===== config.mk =====
export PLATFORM = sky130hd
export DESIGN_NAME = sp_round_pack
export DESIGN_NICKNAME = d
export VERILOG_FILES = /design/src/rtl/sp_round_pack.sv
export SDC_FILE = /design/constraint.sdc
export NUM_CORES = 1
export LEC_CHECK = 0
export BUFFER_PORTS_ARGS = -buffer_cell sky130_fd_sc_hd__buf_4
export CORE_ASPECT_RATIO = 1.4
export CORE_MARGIN = 2
export CORE_UTILIZATION = 57
export DETAILED_ROUTE_END_ITERATION = 8
export PLACE_DENSITY = 0.87
export SLEW_MARGIN = 20
export SYNTH_ARGS = -nofsm -noshare
export SYNTH_HDL_FRONTEND = slang
export SYNTH_SLANG_ARGS = --single-unit

===== constraint.sdc =====
create_clock -name clk -period 12.1 [get_ports clk]
set_clock_uncertainty 0.2 [all_clocks]
set_input_delay 2.42 -clock clk [delete_from_list [all_inputs] [get_ports clk]]
set_output_delay 2.42 -clock clk [all_outputs]
set_load 0.005 [all_outputs]

===== src/rtl/sp_round_pack.sv =====
module sp_round_pack #(
  parameter int EXP_W = 10
) (
  input  logic                    clk,
  input  logic                    rst_n,
  input  logic                    in_valid,
  input  logic                    in_sign,
  input  logic signed [EXP_W-1:0] in_exp,
  input  logic [26:0]             in_sig,
  input  logic [1:0]              in_rm,
  input  logic                    in_ftz,
  input  logic                    in_uf_trap,
  output logic                    out_valid,
  output logic [31:0]             res_word,
  output logic                    flag_ovf,
  output logic                    flag_unf,
  output logic                    flag_inx
);
  localparam int XW   = EXP_W + 2;
  localparam int EMIN = -126;
  localparam int EMAX = 127;
  localparam int BIAS = 127;
  localparam logic signed [XW-1:0] EMIN_X = XW'(EMIN);
  localparam logic signed [XW-1:0] EMAX_X = XW'(EMAX);

  function automatic logic [27:0] rnd(input logic [27:0] m, input logic s, input logic [1:0] mode);
    logic [27:0] inc;
    case (mode)
      2'd0:    inc = 28'd3 + {27'd0, m[3]};
      2'd1:    inc = 28'd0;
      2'd2:    inc = s ? 28'd0 : 28'd8;
      default: inc = s ? 28'd8 : 28'd0;
    endcase
    return (m[2:0] == 3'd0) ? m : m + inc;
  endfunction

  logic signed [XW-1:0] e0, es, e2;
  logic        tiny, not_tiny, grs, carry, ovf_c, unf_c, inx_c;
  logic [4:0]  sh;
  logic [27:0] wide, carry_m, shifted, m1, m2, m3;
  logic [23:0] frac;
  logic [31:0] word_c;

  assign e0       = XW'(in_exp);
  assign wide     = {1'b0, in_sig};
  assign tiny     = e0 < EMIN_X;
  assign es       = EMIN_X - e0;
  assign sh       = es[4:0];
  assign carry_m  = rnd(wide, in_sign, in_rm);
  assign not_tiny = tiny && (e0 == EMIN_X - XW'(1)) && carry_m[27];
  assign shifted  = (es >= XW'(27)) ? 28'd1
                  : (wide >> sh) | {27'd0, |(wide & ~({28{1'b1}} << sh))};

  assign m1    = not_tiny ? ((carry_m >> 1) & ~28'd7) : tiny ? shifted : wide;
  assign grs   = |m1[2:0];
  assign m2    = rnd(m1, in_sign, in_rm);
  assign carry = m2[27];
  assign m3    = carry ? (m2 >> 1) : m2;
  assign e2    = (tiny ? EMIN_X : e0) + XW'(carry);
  assign frac  = m3[26:3];

  always_comb begin
    ovf_c  = 1'b0;
    unf_c  = grs && !m1[26];
    inx_c  = grs || not_tiny;
    word_c = {in_sign, 31'd0};
    if (tiny && in_ftz) begin
      unf_c  = 1'b1;
      inx_c  = 1'b1;
      word_c = {in_sign, 30'd0, (in_rm == 2'd2 && !in_sign) || (in_rm == 2'd3 && in_sign)};
    end else if (e2 > EMAX_X) begin
      ovf_c = 1'b1;
      inx_c = 1'b1;
      if (in_rm == 2'd0 || (in_rm == 2'd2 && !in_sign) || (in_rm == 2'd3 && in_sign))
        word_c = {in_sign, 8'hFF, 23'd0};
      else
        word_c = {in_sign, 8'hFE, 23'h7FFFFF};
    end else if (!frac[23]) begin
      unf_c  = unf_c || in_uf_trap;
      word_c = {in_sign, 8'd0, frac[22:0]};
    end else begin
      word_c = {in_sign, 8'(e2 + XW'(BIAS)), frac[22:0]};
    end
  end

  always_ff @(posedge clk) begin
    if (!rst_n) begin
      out_valid <= 1'b0;
      res_word  <= 32'd0;
      flag_ovf  <= 1'b0;
      flag_unf  <= 1'b0;
      flag_inx  <= 1'b0;
    end else begin
      out_valid <= in_valid;
      if (in_valid) begin
        res_word <= word_c;
        flag_ovf <= ovf_c;
        flag_unf <= unf_c;
        flag_inx <= inx_c;
      end
    end
  end

  p_latency_r1: assert property (@(posedge clk) disable iff (!rst_n) in_valid |=> out_valid);
  p_idle_r1:    assert property (@(posedge clk) disable iff (!rst_n) !in_valid |=> !out_valid);
  p_sign_r2:    assert property (@(posedge clk) disable iff (!rst_n)
                  in_valid |=> res_word[31] == $past(in_sign));
  p_rz_finite_r4: assert property (@(posedge clk) disable iff (!rst_n)
                  in_valid && in_rm == 2'd1 |=> res_word[30:23] != 8'hFF);
  p_ovf_inx_r6: assert property (@(posedge clk) disable iff (!rst_n)
                  out_valid && flag_ovf |-> flag_inx);
  p_inf_ovf_r6: assert property (@(posedge clk) disable iff (!rst_n)
                  out_valid && res_word[30:23] == 8'hFF |-> flag_ovf);
  p_ftz_r9:     assert property (@(posedge clk) disable iff (!rst_n)
                  in_valid && in_ftz && in_exp < EXP_W'(EMIN)
                  |=> flag_unf && flag_inx && res_word[30:23] == 8'd0 && res_word[22:1] == 22'd0);
  p_trap_r10:   assert property (@(posedge clk) disable iff (!rst_n)
                  in_valid && in_uf_trap |=> res_word[30:23] != 8'd0 || flag_unf);
endmodule


# Word-level counts from Yosys, hierarchy flattened
# Index checks and enable logic that the tools add are counted.
[totals] register_bits=36 output_inout_bits=36 input_bits=45
[op_classes] n_reduce_logical=18 mux=22 n_lt_le_gt_ge=3 n_addsub=7 eq_ne=4 n_shift=2 bitwise=3
[ops] operator="2-to-1 mux 28 bit" n=5
[ops] operator="2-to-1 mux 31 bit" n=3
[ops] operator="adder 27 x 28 -> 28 bit" n=1
[ops] operator="adder 28 bit" n=1
[ops] operator="bitwise AND 27 x 28 -> 28 bit" n=1
[ops] operator="inverter 28 bit" n=1
[ops] operator="OR 28 x 1 -> 28 bit" n=1
[ops] operator="OR reduction 28 bit" n=1
[ops] operator="left shift 28 x 5 -> 28 bit, first input constant" n=1
[ops] operator="right shift 27 x 5 -> 28 bit" n=1
[ops] operator="2-to-1 mux 27 bit" n=1
[ops] operator="2-to-1 mux 24 bit" n=1
[ops] operator="case mux 4 bit (3 select lines)" n=2
[ops] operator="adder 12 x 1 -> 12 bit" n=1
[ops] operator="greater-than comparator 12 x 8 -> 1 bit, second input constant" n=1
[ops] operator="2-to-1 mux 12 bit" n=1
[ops] operator=">= comparator 11 x 6 -> 1 bit, second input constant" n=1
[ops] operator="subtractor 8 x 10 -> 11 bit, first input constant" n=1
[ops] operator="== test 10 x 8 -> 1 bit, second input constant" n=1
[ops] operator="< comparator 10 x 8 -> 1 bit, second input constant" n=1
[ops] operator="adder 8 bit, second input constant" n=1
[ops] operator="2-to-1 mux 4 bit" n=2
[ops] operator="2-to-1 mux 1 bit" n=7
[ops] operator="adder 2 x 1 -> 3 bit, first input constant" n=2
[ops] operator="other kinds (8)" n=20

# Longest topological paths before layout
[logic_depth] ltp_word=18 ltp_mapped=33 depth_no_buf=27

# Least setup slack after synthesis
# OpenSTA, ideal clock, no wires.
[synth_timing] path_type="input to register" start="input in_exp[0]" end="register res_word[4]" n_path_buf=9 stages=32 setup_slack_ns=2.799 arrival_time_ns=9.014 t_required_ns=11.813 cell_sequence="buf_6 inv_1 buf_2 buf_2 ha_1 nor2b_1 a41oi_1 clkbuf_1 clkbuf_1 clkbuf_1 buf_1 clkbuf_1 o31ai_1 ha_1 a21o_1 or2_2 o21ai_0 a21boi_4 a2111oi_4 and2_1 ha_1 and3_1 nand2_1 nor2_1 mux2_2 o21a_1 a21oi_1 nand2_1 nor2_1 clkbuf_1 a21oi_1 o31ai_1"
[synth_between] elab_chain_len=15
[synth_lines] item="start, declared" line="8" source="input logic signed [EXP_W-1:0] in_exp,"
[synth_lines] item="parallel branches: the longest is 14 deep, another holds adder 28 bit"
[synth_lines] item="2-to-1 mux 31 bit (*)" line="67" source="if (tiny && in_ftz) begin"
[synth_lines] item="end signal, assigned" line="96" source="res_word <= word_c;"
[synth_lines] item="end, declared" line="14" source="output logic [31:0] res_word,"
# Every way passes the cells marked *.
# A chain may end at the register's enable or synchronous reset.

# Worst setup path after layout
[layout_timing] start="input in_exp[0]" end="register res_word[5]"
# Same word-level chain as after synthesis.

==> impl_metrics.json <==
{
  "syn_area_per_cell_um2": 7.83,
  "grt.total_usage_pct": 37.3,
  "critical_path.max_fanout": 31,
  "powerDensity_nw_per_um2": 88.6,
  "min_period_over_period_pct": 86.3,
  "cts_root_buf": "clkbuf_16",
  "ant_nets": 0,
  "drive_gt1_share_pct": 22.1,
  "clock_power_share_pct": 26.5,
  "cpPeakStageDelay_ps": 790,
  "p_sw_share_pct": 39.3,
  "fin_area_um2": 6200,
  "hp-class": "reg -> reg",
  "ys_seq_elements": 36,
  "die_area_um2": 10500,
  "synthSimpleGateAreaFrac_pct": 24.3,
  "ios": 81,
  "die_h_um": 121,
  "p_leak_nw": 2.34,
  "cts_resized": 0,
  "synth_warnings": 0,
  "worstSetupStartpointType": "input pin",
  "irDropWorstVdd_uv": 50.2,
  "power.switching_uw": 216,
  "area_growth_pct": 12.1,
  "cts_tree": "done",
  "layout.nets": 803,
  "synth.net_count": 767,
  "grt_pass1_vias": 5906,
  "fmax_ghz": 0.0958,
  "fin_util_pct": 65.5,
  "synthMuxAreaShare_pct": 16.4,
  "grt_first_pass_wirelength_mm": 31.0,
  "antenna_found_initial": 0,
  "finalCriticalPeriod_ps": 10440,
  "seq_area_um2": 721,
  "routedWlPerCell_um": 23.0,
  "drt_iter0_markers": 798,
  "postCtsSetupBuffers": 0,
  "grt_max_degree": 49,
  "combPwrFrac_pct": 49.1,
  "diodes": 0,
  "setup_viol": 0,
  "dpl_cell_area_um2": 6030,
  "nFillCells": 821,
  "syn_area_um2": 5530,
  "num_rows": 42,
  "intPower_uw": 334,
  "dp_hpwl_mm": 14.4,
  "cp.arrival_ps": 10430,
  "rsz0062_at_grt": "no",
  "finalWirelength_mm": 19.7,
  "vias_per_cell": 7.28,
  "synthCells": 706,
  "crit_path_end_kind": "flop",
  "critPathKind": "in -> reg",
  "power_frac_seq_pct": 24.4,
  "clk_pin_slew_ps": 60,
  "clk_path_buf_depth": 2,
  "worstMarginPinSlew_ps": 992,
  "relSlewSlack_pct": 33.6,
  "die_x_um": 87.2,
  "synth_top_family_by_area": "compound AO/OA/AOI/OAI gates",
  "required_ps": 12090,
  "synth_edf_count": 0,
  "cts_buffers": 5,
  "pre_cts_slack_ps": 1500,
  "holdBufCountCts": 0,
  "dr.pass1.iters": 6,
  "setup-tns-final_ps": 0,
  "synth_cell_types": 88,
  "final.setup.worst_slack_ps": 1660,
  "synth_compound_area_share_pct": 30.9,
  "synth_adder_area_share_pct": 3.80,
  "cap_violations": 0,
  "hold_viol": 0,
  "outcome": "completed",
  "slowest_stage": "ha_2",
  "num_vias": 6209,
  "drc_errors": 0,
  "start_util_pct": 58.5,
  "clock_latency_ps": 280,
  "grt_overflow_total": 0,
  "h-tree-depth": 2,
  "async_flop_share_pct": 0,
  "yosysSeqAreaShare_pct": 13.0,
  "cts_sinks": 36,
  "portBuffers": 80,
  "fp.coreArea_um2": 9460,
  "gp_congestion": 0.987,
  "slew_violations": 0,
  "synth_flop_cell": "dfxtp_1",
  "synth_xor_area_share_pct": 4.23,
  "multi_input_area_um2": 4430
}
state kept, by name (all words and copies together), names as in the netlist:
name,flops
res_word,32
flag_inx,1
flag_ovf,1
flag_unf,1
out_valid,1
layout by cell type, fill, tap and decap left out, types with 7 or more instances in the layout:
cell and n:
a31oi_1 8, a21oi_1 59, dfxtp_1 36, and2_1 10
mux2i_1 24, a211oi_1 10, xnor2_1 17, nor2_1 56
nand4_1 14, nor3_1 21, mux2_2 9, o21ai_0 31
buf_4 91, nand2b_1 8, o211ai_1 7, o22ai_1 15
o31ai_1 12, mux4_2 25, nand2_1 76, inv_1 14
ha_1 15, nand3_1 27, nor2b_1 12, nor4_1 8
kinds of logic (layout without fill, tap and decap cells):
logic type | Yosys count | in the layout
buffers and inverters | 78 | 115
AND/OR/NAND/NOR | 264 | 264
AO/OA/AOI/OAI | 228 | 228
XOR/XNOR | 25 | 25
multiplexers | 58 | 58
flip-flops | 36 | 36
adder cells (fa/ha/maj) | 17 | 17
metal layers:
layer | GRT usage [%] | vias to the layer above | routed length [µm]
met5 | 0 | - | 0
met4 | 19.2 | 0 | 1210
met3 | 3.82 | 95 | 1850
met2 | 62.1 | 446 | 9310
met1 | 46.8 | 2892 | 7280
li1 | - | 2776 | -
path summary, 6_finish.rpt:
path,start,to,slack [ps],cells after the start
hold reg to reg,res_word[4],res_word[4],270,2
setup / recovery,in_exp[0],res_word[5],1660,29
setup reg to reg,res_word[20],res_word[20],10640,5
hold / removal,res_word[4],res_word[4],270,2
Yosys cell counts, types with 5 or more instances:
cell       count  area share [%]
dfxtp_1       36              13
nor2b_1       12             1.4
nand3_1       27             2.4
nand2_1       76             5.2
a21oi_1       59             5.3
inv_1         14            0.95
ha_1          16             3.6
xnor2_1       17             2.7
nand4_1       14             1.6
nor2_1        56             3.8
nor3_1        21             1.9
o211ai_1       7            0.95
xor2_1         6            0.95
mux4_2        25              10
o31ai_1       12             1.6
o21ai_0       31             2.8
and3_1         6            0.68
clkbuf_1      25             1.7
a21o_1         6            0.81
o31a_1         5            0.79
nand2b_1       8            0.91
and2_1        10             1.1
nor4_1         8            0.91
o21ai_1        6            0.54
buf_6         11             2.2
a32o_1         5            0.91
a31oi_1        8            0.91
mux2_2         9             1.8
o22ai_1       15             1.7
buf_2         19             1.7
a211oi_1      10             1.4
mux2i_1       24             4.3
a2111oi_4      6             3.0
per-stage QoR:
step | instances | hold slack [ps] | power (mW)
finish | 853 | 273 | 0.549
CTS | 853 | 276 | 0.542
floorplan | 706 | 249 | 0.320
global route | 853 | 305 | 0.575
detailed placement | 845 | 262 | 0.397
global placement | 845 | 250 | 0.394
final cells by class:
cell class	count	share of cell area, %
clock buffer	5	2.02
sequential	36	11.6
timing repair buffer	91	11.0
tap	110	2.22
inverter	16	0.969
multi-input combinational	592	71.5
clock inverter	3	0.686
worst max-delay path: cells and delay by family:
kind | cells | cell delay, ps
simple gates | 10 | 1870
mux | 3 | 1100
fa+ha+maj | 4 | 1670
buf+inv | 4 | 1320
compound gates | 8 | 2010
power by group through the flow:
| stage | combinational (mW) | clock, mW | sequential [mW] |
|---|---|---|---|
| after floorplan | 0.184 | 0 | 0.136 |
| after global placement | 0.258 | 0 | 0.136 |
| after detailed placement | 0.261 | 0 | 0.136 |
| after CTS | 0.263 | 0.145 | 0.134 |
| after global routing | 0.289 | 0.151 | 0.135 |
| final | 0.270 | 0.146 | 0.134 |
(Power assumes the default switching activity.)
